[src/rtl/ubus_pkg.sv]
package ubus_pkg;

    typedef enum logic [2:0] {
        SEL_RS   = 3'd0,
        SEL_RT   = 3'd1,
        SEL_RD   = 3'd2,
        SEL_PC   = 3'd3,
        SEL_LINK = 3'd4
    } reg_sel_e;

    typedef enum logic [1:0] {
        IMM_SEXT     = 2'd0,
        IMM_ZEXT     = 2'd1,
        IMM_SEXT_SH2 = 2'd2,
        IMM_RAW      = 2'd3
    } imm_mode_e;

    typedef enum logic [1:0] {
        ALU_ADD  = 2'd0,
        ALU_INC4 = 2'd1,
        ALU_JTGT = 2'd2,
        ALU_DEC  = 2'd3
    } alu_op_e;

    // bus source positions in the one-hot enable vector
    localparam int unsigned SRC_REG = 0;
    localparam int unsigned SRC_ALU = 1;
    localparam int unsigned SRC_MEM = 2;
    localparam int unsigned SRC_IMM = 3;
    localparam int unsigned NSRC    = 4;

    // instruction field layout
    localparam int unsigned OPC_W   = 6;
    localparam int unsigned FLD_W   = 5;
    localparam int unsigned RS_LSB  = 21;
    localparam int unsigned RT_LSB  = 16;
    localparam int unsigned RD_LSB  = 11;
    localparam int unsigned IMM_W   = 16;

    // register-form function codes
    localparam logic [5:0] FN_ADD = 6'h20;
    localparam logic [5:0] FN_SUB = 6'h22;
    localparam logic [5:0] FN_AND = 6'h24;
    localparam logic [5:0] FN_OR  = 6'h25;
    localparam logic [5:0] FN_XOR = 6'h26;
    localparam logic [5:0] FN_SLT = 6'h2A;

    // immediate-form major opcodes
    localparam logic [5:0] OP_RFORM = 6'h00;
    localparam logic [5:0] OP_ADDI  = 6'h08;
    localparam logic [5:0] OP_SLTI  = 6'h0A;
    localparam logic [5:0] OP_ANDI  = 6'h0C;
    localparam logic [5:0] OP_ORI   = 6'h0D;
    localparam logic [5:0] OP_XORI  = 6'h0E;

endpackage

[src/rtl/ubus_regfile.sv]
module ubus_regfile #(
    parameter int unsigned DW   = 32,
    parameter int unsigned NREG = 33,
    parameter int unsigned RIW  = $clog2(NREG)
) (
    input  logic           clk,
    input  logic           rst_n,
    input  logic [RIW-1:0] idx,
    input  logic           wr_en,
    input  logic [DW-1:0]  wr_data,
    output logic [DW-1:0]  rd_data
);
    localparam logic [RIW-1:0] TOP_SLOT = RIW'(NREG - 1);

    logic [NREG-1:0][DW-1:0] slots_d;
    logic [NREG-1:0][DW-1:0] slots_q;

    for (genvar g = 0; g < NREG; g++) begin : g_slot
        if (g == 0) begin : g_hard_zero
            assign slots_d[g] = '0;
        end else begin : g_writable
            assign slots_d[g] = (wr_en && idx == RIW'(g)) ? wr_data : slots_q[g];
        end
    end

    always_ff @(posedge clk or negedge rst_n) begin
        if (!rst_n) begin
            slots_q <= '0;
        end else begin
            slots_q <= slots_d;
        end
    end

    always_comb begin
        if (idx == '0 || idx > TOP_SLOT) begin
            rd_data = '0;
        end else begin
            rd_data = slots_q[idx];
        end
    end

endmodule

[src/rtl/ubus_immext.sv]
module ubus_immext
    import ubus_pkg::*;
#(
    parameter int unsigned DW = 32
) (
    input  logic [DW-1:0] ir,
    input  logic [1:0]    mode,
    output logic [DW-1:0] imm
);
    logic [DW-1:0] sext;
    logic [DW-1:0] zext;

    assign sext = {{(DW-IMM_W){ir[IMM_W-1]}}, ir[IMM_W-1:0]};
    assign zext = {{(DW-IMM_W){1'b0}}, ir[IMM_W-1:0]};

    always_comb begin
        case (imm_mode_e'(mode))
            IMM_SEXT:     imm = sext;
            IMM_ZEXT:     imm = zext;
            IMM_SEXT_SH2: imm = {sext[DW-3:0], 2'b00};
            default:      imm = ir;
        endcase
    end

endmodule

[src/rtl/ubus_alu.sv]
module ubus_alu
    import ubus_pkg::*;
#(
    parameter int unsigned DW = 32
) (
    input  logic [DW-1:0]    a,
    input  logic [DW-1:0]    b,
    input  logic [1:0]       op,
    input  logic [OPC_W-1:0] ir_opc,
    input  logic [5:0]       ir_fn,
    output logic [DW-1:0]    y
);
    localparam int unsigned SEG_W = 4;
    localparam int unsigned OFS_W = DW - SEG_W - 2;

    logic [DW-1:0] sum;
    logic [DW-1:0] diff;
    logic [DW-1:0] lt;
    logic [DW-1:0] decoded;

    assign sum  = a + b;
    assign diff = a - b;
    assign lt   = {{(DW-1){1'b0}}, ($signed(a) < $signed(b))};

    always_comb begin
        decoded = sum;
        if (ir_opc == OP_RFORM) begin
            case (ir_fn)
                FN_ADD:  decoded = sum;
                FN_SUB:  decoded = diff;
                FN_AND:  decoded = a & b;
                FN_OR:   decoded = a | b;
                FN_XOR:  decoded = a ^ b;
                FN_SLT:  decoded = lt;
                default: decoded = sum;
            endcase
        end else begin
            case (ir_opc)
                OP_ADDI: decoded = sum;
                OP_SLTI: decoded = lt;
                OP_ANDI: decoded = a & b;
                OP_ORI:  decoded = a | b;
                OP_XORI: decoded = a ^ b;
                default: decoded = sum;
            endcase
        end
    end

    always_comb begin
        case (alu_op_e'(op))
            ALU_ADD:  y = sum;
            ALU_INC4: y = a + DW'(4);
            ALU_JTGT: y = {a[DW-1 -: SEG_W], b[OFS_W-1:0], 2'b00};
            default:  y = decoded;
        endcase
    end

endmodule

[src/rtl/ubus_datapath.sv]
module ubus_datapath
    import ubus_pkg::*;
#(
    parameter int unsigned DW       = 32,
    parameter int unsigned NREG     = 33,
    parameter int unsigned LINK_IDX = 31
) (
    input  logic          clk,
    input  logic          rst_n,
    input  logic          drv_reg,
    input  logic          drv_alu,
    input  logic          drv_mem,
    input  logic          drv_imm,
    input  logic          ld_a,
    input  logic          ld_b,
    input  logic          ld_mar,
    input  logic          ld_ir,
    input  logic          reg_wr,
    input  logic [2:0]    reg_sel,
    input  logic [1:0]    imm_mode,
    input  logic [1:0]    alu_op,
    input  logic          mem_wr,
    input  logic [DW-1:0] mem_rdata,
    input  logic          mem_busy,
    output logic          mem_req,
    output logic          mem_we,
    output logic [DW-1:0] mem_addr,
    output logic [DW-1:0] mem_wdata,
    output logic [DW-1:0] bus_out,
    output logic [5:0]    opcode,
    output logic          a_zero,
    output logic          busy
);
    localparam int unsigned   RIW       = $clog2(NREG);
    localparam logic [RIW-1:0] PC_SLOT  = RIW'(NREG - 1);
    localparam logic [RIW-1:0] LNK_SLOT = RIW'(LINK_IDX);

    typedef struct packed {
        logic [DW-1:0] a;
        logic [DW-1:0] b;
        logic [DW-1:0] mar;
        logic [DW-1:0] ir;
    } latch_t;

    latch_t          core_d;
    latch_t          core_q;
    logic [RIW-1:0]  rf_idx;
    logic [DW-1:0]   rf_rdata;
    logic [DW-1:0]   alu_y;
    logic [DW-1:0]   imm_val;
    logic [NSRC-1:0] src_en;
    logic [DW-1:0]   src_val [NSRC];
    logic [DW-1:0]   bus;

    // slot index from instruction fields or forced slots
    always_comb begin
        case (reg_sel_e'(reg_sel))
            SEL_RS:   rf_idx = RIW'(core_q.ir[RS_LSB +: FLD_W]);
            SEL_RT:   rf_idx = RIW'(core_q.ir[RT_LSB +: FLD_W]);
            SEL_RD:   rf_idx = RIW'(core_q.ir[RD_LSB +: FLD_W]);
            SEL_PC:   rf_idx = PC_SLOT;
            SEL_LINK: rf_idx = LNK_SLOT;
            default:  rf_idx = '0;
        endcase
    end

    ubus_regfile #(.DW(DW), .NREG(NREG), .RIW(RIW)) u_rf (
        .clk     (clk),
        .rst_n   (rst_n),
        .idx     (rf_idx),
        .wr_en   (reg_wr),
        .wr_data (bus),
        .rd_data (rf_rdata)
    );

    ubus_immext #(.DW(DW)) u_imm (
        .ir   (core_q.ir),
        .mode (imm_mode),
        .imm  (imm_val)
    );

    ubus_alu #(.DW(DW)) u_alu (
        .a      (core_q.a),
        .b      (core_q.b),
        .op     (alu_op),
        .ir_opc (core_q.ir[DW-1 -: OPC_W]),
        .ir_fn  (core_q.ir[5:0]),
        .y      (alu_y)
    );

    // shared bus: gated sources merged, zero when idle
    always_comb begin
        src_en           = '0;
        src_en[SRC_REG]  = drv_reg;
        src_en[SRC_ALU]  = drv_alu;
        src_en[SRC_MEM]  = drv_mem;
        src_en[SRC_IMM]  = drv_imm;
        src_val[SRC_REG] = rf_rdata;
        src_val[SRC_ALU] = alu_y;
        src_val[SRC_MEM] = mem_rdata;
        src_val[SRC_IMM] = imm_val;
    end

    always_comb begin
        bus = '0;
        for (int i = 0; i < NSRC; i++) begin
            if (src_en[i]) begin
                bus = bus | src_val[i];
            end
        end
    end

    // next-state of the latches
    always_comb begin
        core_d = core_q;
        if (ld_a) begin
            core_d.a = bus;
        end
        if (ld_b) begin
            core_d.b = bus;
        end
        if (ld_mar) begin
            core_d.mar = bus;
        end
        if (ld_ir) begin
            core_d.ir = bus;
        end
    end

    always_ff @(posedge clk or negedge rst_n) begin
        if (!rst_n) begin
            core_q <= '0;
        end else begin
            core_q <= core_d;
        end
    end

    assign mem_req   = drv_mem | mem_wr;
    assign mem_we    = mem_wr;
    assign mem_addr  = core_q.mar;
    assign mem_wdata = bus;
    assign bus_out   = bus;
    assign opcode    = core_q.ir[DW-1 -: OPC_W];
    assign a_zero    = (core_q.a == '0);
    assign busy      = mem_busy;

endmodule

[config.mk]
export PLATFORM = sky130hd
export DESIGN_NAME = ubus_datapath
export DESIGN_NICKNAME = d
export VERILOG_FILES = /design/src/rtl/ubus_pkg.sv /design/src/rtl/ubus_regfile.sv /design/src/rtl/ubus_immext.sv /design/src/rtl/ubus_alu.sv /design/src/rtl/ubus_datapath.sv
export SDC_FILE = /design/constraint.sdc
export NUM_CORES = 2
export LEC_CHECK = 0
export ABC_CLOCK_PERIOD_IN_PS = 9600
export BUFFER_PORTS_ARGS = -buffer_cell sky130_fd_sc_hd__buf_4
export CAP_MARGIN = 20
export CORE_MARGIN = 2
export CORE_UTILIZATION = 35
export DETAILED_ROUTE_END_ITERATION = 12
export SYNTH_ARGS = -nofsm -noshare
export SYNTH_HDL_FRONTEND = slang
export SYNTH_SLANG_ARGS = --single-unit
[constraint.sdc]
create_clock -name clk -period 9.6 [get_ports clk]
set_clock_uncertainty 0.1 [all_clocks]
set_input_delay 0.48 -clock clk [delete_from_list [all_inputs] [get_ports clk]]
set_output_delay 0.48 -clock clk [all_outputs]
set_load 0.02 [all_outputs]
# [Word level (Yosys, flattened, before mapping)]
# Cells that the tools add are included.
[word_totals] ff_bits=1152 output_inout_bits=106
[op_classes] n_addsub=3 order_cmp=3 eq_ne=49 n_mux=13 bitwise_logic=7 n_reduce_logical=39
[op_table] op="32-bit 2-to-1 mux" n=7
[op_table] op="32-bit binary-select mux with 6-bit select" n=1
[op_table] op="32-bit one-hot mux with 3 select lines" n=2
[op_table] op="32-bit one-hot mux with 5 select lines" n=1
[op_table] op="32-bit OR" n=4
[op_table] op="32-bit one-hot mux with 4 select lines" n=1
[op_table] op="6-bit by 5-bit == test with 1-bit output (second input constant)" n=16
[op_table] op="6-bit by 4-bit == test with 1-bit output (second input constant)" n=12
[op_table] op="6-bit == test (second input constant)" n=6
[op_table] op="32-bit by 3-bit adder with 32-bit output (second input constant)" n=1
[op_table] op="32-bit adder" n=1
[op_table] op="32-bit bitwise AND" n=1
[op_table] op="1-bit logical AND" n=32
[op_table] op="32-bit logical NOT" n=1
[op_table] op="32-bit less-than comparator" n=1
[op_table] op="32-bit subtractor" n=1
[op_table] op="32-bit XOR" n=1
[op_table] op="6-bit one-hot mux with 5 select lines" n=1
[op_table] op="6-bit by 3-bit == test with 1-bit output (second input constant)" n=4
[op_table] op="6-bit by 2-bit == test with 1-bit output (second input constant)" n=2
[op_table] op="6-bit logical NOT" n=2
[op_table] op="6-bit by 7-bit less-than comparator with 1-bit output (second input constant)" n=1
[op_table] op="3-bit by 2-bit == test with 1-bit output (second input constant)" n=2
[op_table] op="6-bit by 1-bit == test with 1-bit output (second input constant)" n=1
[op_table] op="other kinds (9)" n=12

# [Depth between registers and ports, before layout]
[depth] word_depth=12 ltp_mapped=18 ltp_nobuf=14

# [By module]
# Synthesis repeated with hierarchy kept, for this count alone.
[hier_totals] hier_cells=5014 hier_area_um2=61566.5
[modules_own_cells] module="ubus_regfile" instances=1 cells_each=3027 area_per_inst_um2=46542.1 seq_area_each_um2=25624.6
[modules_own_cells] module="ubus_alu" instances=1 cells_each=1319 area_per_inst_um2=8126.5 seq_area_each_um2=0.0
[modules_own_cells] module="ubus_datapath" instances=1 cells_each=626 area_per_inst_um2=6483.7 seq_area_each_um2=3203.1
[modules_own_cells] module="ubus_immext" instances=1 cells_each=42 area_per_inst_um2=414.1 seq_area_each_um2=0.0

# [Least setup slack after synthesis]
# OpenSTA, ideal clock, no wires.
[synth_path] path_type="flip-flop to output port" from="register core_q[64] (netlist bit)" to="output mem_wdata[14]" arrival_ns=3.700 slack_ns=5.320 stages_incl_launch_ff=15 n_path_buf=3 cell_sequence="dfrtp_1 > ha_1 > fa_1 > a21o_1 > a221o_1 > a41o_1 > or2_1 > buf_2 > a221o_1 > o21ai_1 > a221oi_1 > a211oi_2 > buf_2 > inv_1 > buf_4"
[synth_via] elab_chain_cells=10 elab_cells_between_ends=12
[synth_lines] item="start: declaration" line_no="ubus_datapath.sv:46" text="latch_t core_q;"
[synth_lines] item="start signal: assignment" line_no="ubus_datapath.sv:134" text="core_q <= core_d;"
[synth_lines] item="32-bit adder or 32-bit subtractor (tied branches)" line_no="ubus_alu.sv:21, ubus_alu.sv:22"
[synth_lines] item="32-bit one-hot mux with 5 select lines or 32-bit one-hot mux with 4 select lines (tied branches)" line_no="ubus_alu.sv:28, ubus_alu.sv:38"
[synth_lines] item="32-bit 2-to-1 mux" line_no="ubus_alu.sv:27" text="if (ir_opc == OP_RFORM) begin"
[synth_lines] item="32-bit one-hot mux with 3 select lines *" line_no="ubus_alu.sv:50" text="case (alu_op_e'(op))"
[synth_lines] item="32-bit OR *" line_no="ubus_datapath.sv:108" text="bus = bus | src_val[i];"
[synth_lines] item="32-bit 2-to-1 mux *" line_no="ubus_datapath.sv:107" text="if (src_en[i]) begin"
[synth_lines] item="32-bit OR" line_no="ubus_datapath.sv:108"
[synth_lines] item="32-bit 2-to-1 mux *" line_no="ubus_datapath.sv:107"
[synth_lines] item="32-bit OR" line_no="ubus_datapath.sv:108"
[synth_lines] item="32-bit 2-to-1 mux *" line_no="ubus_datapath.sv:107"
[synth_lines] item="end: declaration" line_no="ubus_datapath.sv:28" text="output logic [DW-1:0] mem_wdata,"
# Mark *: on every way between the ends. The rest lies on a longest branch, timed or not.

# [Worst setup path in the final report]
[layout_path] from="register core_q[110] (netlist bit)" to="output bus_out[30]"
[layout_via] elab_chain_cells=10 elab_cells_between_ends=13
[layout_lines] item="32-bit adder or 32-bit subtractor (tied branches)" line_no="ubus_alu.sv:21, ubus_alu.sv:22"
[layout_lines] item="32-bit one-hot mux with 5 select lines or 32-bit one-hot mux with 4 select lines (tied branches)" line_no="ubus_alu.sv:28, ubus_alu.sv:38"
[layout_lines] item="32-bit 2-to-1 mux" line_no="ubus_alu.sv:27"
[layout_lines] item="32-bit one-hot mux with 3 select lines *" line_no="ubus_alu.sv:50"
[layout_lines] item="32-bit OR *" line_no="ubus_datapath.sv:108"
[layout_lines] item="32-bit 2-to-1 mux *" line_no="ubus_datapath.sv:107"
[layout_lines] item="32-bit OR" line_no="ubus_datapath.sv:108"
[layout_lines] item="32-bit 2-to-1 mux *" line_no="ubus_datapath.sv:107"
[layout_lines] item="32-bit OR" line_no="ubus_datapath.sv:108"
[layout_lines] item="32-bit 2-to-1 mux *" line_no="ubus_datapath.sv:107"
[layout_lines] item="end: declaration" line_no="ubus_datapath.sv:29" text="output logic [DW-1:0] bus_out,"
# Marks and branches as above.

==> impl_metrics.env <==
export IMPL_fp_dieH_um=413
export IMPL_mappedNetlistNets=6876
export IMPL_vias=51391
export IMPL_syn_area_sq_um=58600
export IMPL_worstHoldEndpoint="core_q[74]"
export IMPL_final_util=0.390
export IMPL_hp_class="input pin to register"
export IMPL_ys_seq_elements=1152
export IMPL_drv_slew=0
export IMPL_synth_top_area_frac=0.492
export IMPL_power_mw=19.9
export IMPL_synth_top_family_by_area="compound AO/OA/AOI/OAI gates"
export IMPL_cts_tree="built"
export IMPL_pre_cts_slack_ns=3.85
export IMPL_synthMuxAreaShare=0.0152
export IMPL_r2r_slack_ns=4.38
export IMPL_async_flop_share=1.00
export IMPL_synthXorXnorAreaFrac=0.00942
export IMPL_layout_drive_gt1_share=0.103
export IMPL_dr_first_iter_drc_count=6214
export IMPL_first_pass_iters=9
export IMPL_seq_power_share=0.401
export IMPL_period_share=0.670
export IMPL_yosysSeqAreaShare=0.492
export IMPL_max_cap_violations=0
export IMPL_holdPathStages=3
export IMPL_timing_rr_start="core_q[98]"
export IMPL_power_density_nw_per_um2=306
export IMPL_core_area_sq_um=167000
export IMPL_synth_fa_ha_area_frac=0.0216
export IMPL_synth_area_per_cell_sq_um=8.72
export IMPL_leakagePower_nw=27.5
export IMPL_fin_ws_ns=3.17
export IMPL_peakVddDrop_mv=0.173
export IMPL_holdWs_ns=0.0793
export IMPL_syn_inst=6724
export IMPL_cts_buffers=118
export IMPL_required_ns=9.02
export IMPL_ff2ff_path_depth=14
export IMPL_die_width_um=413
export IMPL_synth_compound_area_frac=0.253
export IMPL_max_slew_margin=0.115
export IMPL_cts_sinks=1152
export IMPL_clockBufferDepth=3
export IMPL_r2r_end="u_rf.slots_q[571]"
export IMPL_swShare=0.392
export IMPL_pin_count=158
export IMPL_grt_pass1_wl_um=331000
export IMPL_power_switching_mw=7.78
export IMPL_netlist_top_cells_count="a21oi_1, nor2_1, dfrtp_1"
export IMPL_path_class="register to output port"
export IMPL_outcome="finished, final reports clean"
export IMPL_dieArea_sq_um=171000
export IMPL_report_final_hold_viol_count=0
export IMPL_grt_overflow_total=0
export IMPL_worstMarginPinSlew_ns=1.33
export IMPL_yosysWarnings=0
export IMPL_internal_power_mw=12.1
export IMPL_ys_flop_type="dfrtp_1"
export IMPL_start_util=0.352
export IMPL_synth_most_common_cell="a21oi_1"
export IMPL_yosys_area_top_type="dfrtp_1"
export IMPL_cp_start_kind="register"
export IMPL_drc_errors=0
export IMPL_port_buffers=155
export IMPL_p_clk_frac=0.239
export IMPL_critPathMaxFanout=21
export IMPL_grt_pass1_vias=48015
export IMPL_place_congestion=0.966
export IMPL_grt_max_degree=175
export IMPL_cts_root_buf="clkbuf_16"
export IMPL_synthTopCellsByArea="dfrtp_1, a21oi_1, nor2_1, o22ai_1, o21ai_0"
export IMPL_tns_ns=0
export IMPL_viasPerCell=5.86
export IMPL_synth_simple_area_share=0.142
export IMPL_fillers=16756
export IMPL_fmax_mhz=156
export IMPL_cts_htree_levels=3
export IMPL_hp_start="mem_rdata[10]"
export IMPL_comb_power_share=0.359
export IMPL_period_minus_slack_ns=6.43
export IMPL_area_delta_synth_final_pct=10.9
export IMPL_nets=6623
export IMPL_grt_total_usage=0.259
export IMPL_clk_pin_slew_ns=0.06
export IMPL_rows=150
export IMPL_rsz0062_at_grt="false"
export IMPL_setup_viol=0
export IMPL_antenna_found_initial=10
export IMPL_wl_per_cell_um=25.7
export IMPL_worstPathArrival_ns=5.85
export IMPL_wl_um=225000
export IMPL_synth_edf_count=0
export IMPL_synth_distinct_cells=105
export IMPL_clk_latency_ns=0.75
export IMPL_dp_hpwl_um=139000
export IMPL_ant_nets=0
export IMPL_cts_resized=0
export IMPL_end_kind="output port"
-- registers in the layout, indices dropped and copies added (netlist names) --
register / cells
opcode: 6
mem_addr: 32
u_rf.slots_q: 1024
core_q: 90
-- metrics by stage --
step | std cells | instance area, sq um
2_1_floorplan | 6724 | 58600
3_3_place_gp | 8549 | 60900
3_5_place_dp | 8551 | 60900
4_1_cts | 8772 | 64900
5_1_grt | 8775 | 65000
6_report | 8776 | 65000
-- placed cells by master (no fill, tap or decap), types with 18 or more instances in the layout --
| cell type | Yosys | final |
|---|---|---|
| clkbuf_16 | 0 | 120 |
| o21ai_1 | 20 | 19 |
| clkbuf_1 | 326 | 26 |
| nand4_1 | 22 | 22 |
| a21oi_1 | 1397 | 1397 |
| a221oi_1 | 34 | 34 |
| ha_1 | 98 | 98 |
| nor3_1 | 58 | 56 |
| a21oi_2 | 31 | 30 |
| o21a_1 | 19 | 18 |
| dfrtp_1 | 1152 | 1151 |
| o22ai_1 | 257 | 257 |
| inv_1 | 136 | 136 |
| mux2i_1 | 78 | 78 |
| a31oi_1 | 35 | 35 |
| clkinv_2 | 0 | 23 |
| o221ai_1 | 87 | 87 |
| and3_1 | 22 | 20 |
| buf_4 | 80 | 290 |
| o211ai_1 | 28 | 28 |
| xnor2_1 | 58 | 58 |
| nor2_4 | 0 | 32 |
| o21ai_0 | 267 | 267 |
| a22oi_1 | 24 | 24 |
| clkbuf_8 | 16 | 35 |
| a21o_1 | 18 | 18 |
| nor2_1 | 1325 | 1299 |
| a211oi_1 | 33 | 32 |
| nand2_1 | 350 | 347 |
| nand3_1 | 116 | 115 |
| nor4_1 | 29 | 25 |
-- metal layers --
| layer | routed length, um | GRT usage |
|---|---|---|
| met1 | 94700 | 0.361 |
| met2 | 100000 | 0.397 |
| met3 | 21700 | 0.0509 |
| met4 | 8890 | 0.0966 |
| met5 | 27 | 0 |
-- what timing repair did --
item,4_1_cts,5_1_grt
hold buffers,1,0
endpoints found under the hold margin,106,0
setup buffers,0,0
-- power groups by stage --
| stage | clock, mW | sequential (mW) | combinational [mW] |
|---|---|---|---|
| 4_1_cts | 4.81 | 7.92 | 7.01 |
| 3_3_place_gp | 0 | 7.93 | 6.89 |
| 5_1_grt | 5.02 | 8.17 | 7.81 |
| 3_5_place_dp | 0 | 8.00 | 6.97 |
| 6_report | 4.75 | 7.96 | 7.13 |
| 2_1_floorplan | 0 | 7.62 | 5.06 |
-- area by class of cell --
| type | count | area, sq um | share of cell area |
|---|---|---|---|
| flip-flops and latches | 1152 | 28800 | 0.444 |
| multi-input cells | 4748 | 26400 | 0.406 |
| clock buffers | 181 | 3580 | 0.0551 |
| well taps | 2204 | 2760 | 0.0424 |
| repair buffers | 307 | 2490 | 0.0383 |
| inverters | 144 | 541 | 0.00832 |
| clock inverters | 39 | 422 | 0.00649 |
| diodes | 1 | 2.50 | 0.0000385 |
-- critical path, stage by stage, from the launching register on --
cell	delay, ns
dfrtp_1	0.66
inv_1	0.16
ha_1	0.52
inv_1	0.29
nand4_1	0.24
nor3_1	0.21
o21ai_0	0.27
a31oi_1	0.60
nor4_1	0.10
o21ai_0	0.21
a31oi_1	0.25
a311oi_4	0.87
buf_4	0.43
inv_1	0.11
buf_4	0.17
-- worst max path at each step --
stage	startpoint	slack, ns	to	cells after the start
final	core_q[110]	3.17	bus_out[30]	14
after global routing	core_q[110]	2.94	mem_wdata[30]	14
after CTS	core_q[110]	3.29	bus_out[30]	14
after detailed placement	reg_sel[1]	3.85	bus_out[2]	14
after global placement	reg_sel[0]	3.46	mem_wdata[11]	15
after floorplan	core_q[64]	5.32	mem_wdata[14]	14
-- cells by family (layout without fill, tap and decap cells) --
logic type	Yosys count	in the layout
XOR/XNOR	63	63
adder cells (fa/ha/maj)	100	100
other	0	1
AO/OA/AOI/OAI	2479	2479
multiplexers	87	87
flip-flops	1152	1152
AND/OR/NAND/NOR	2019	2019
buffers and inverters	824	671
Power figures use the tool's default switching activity.
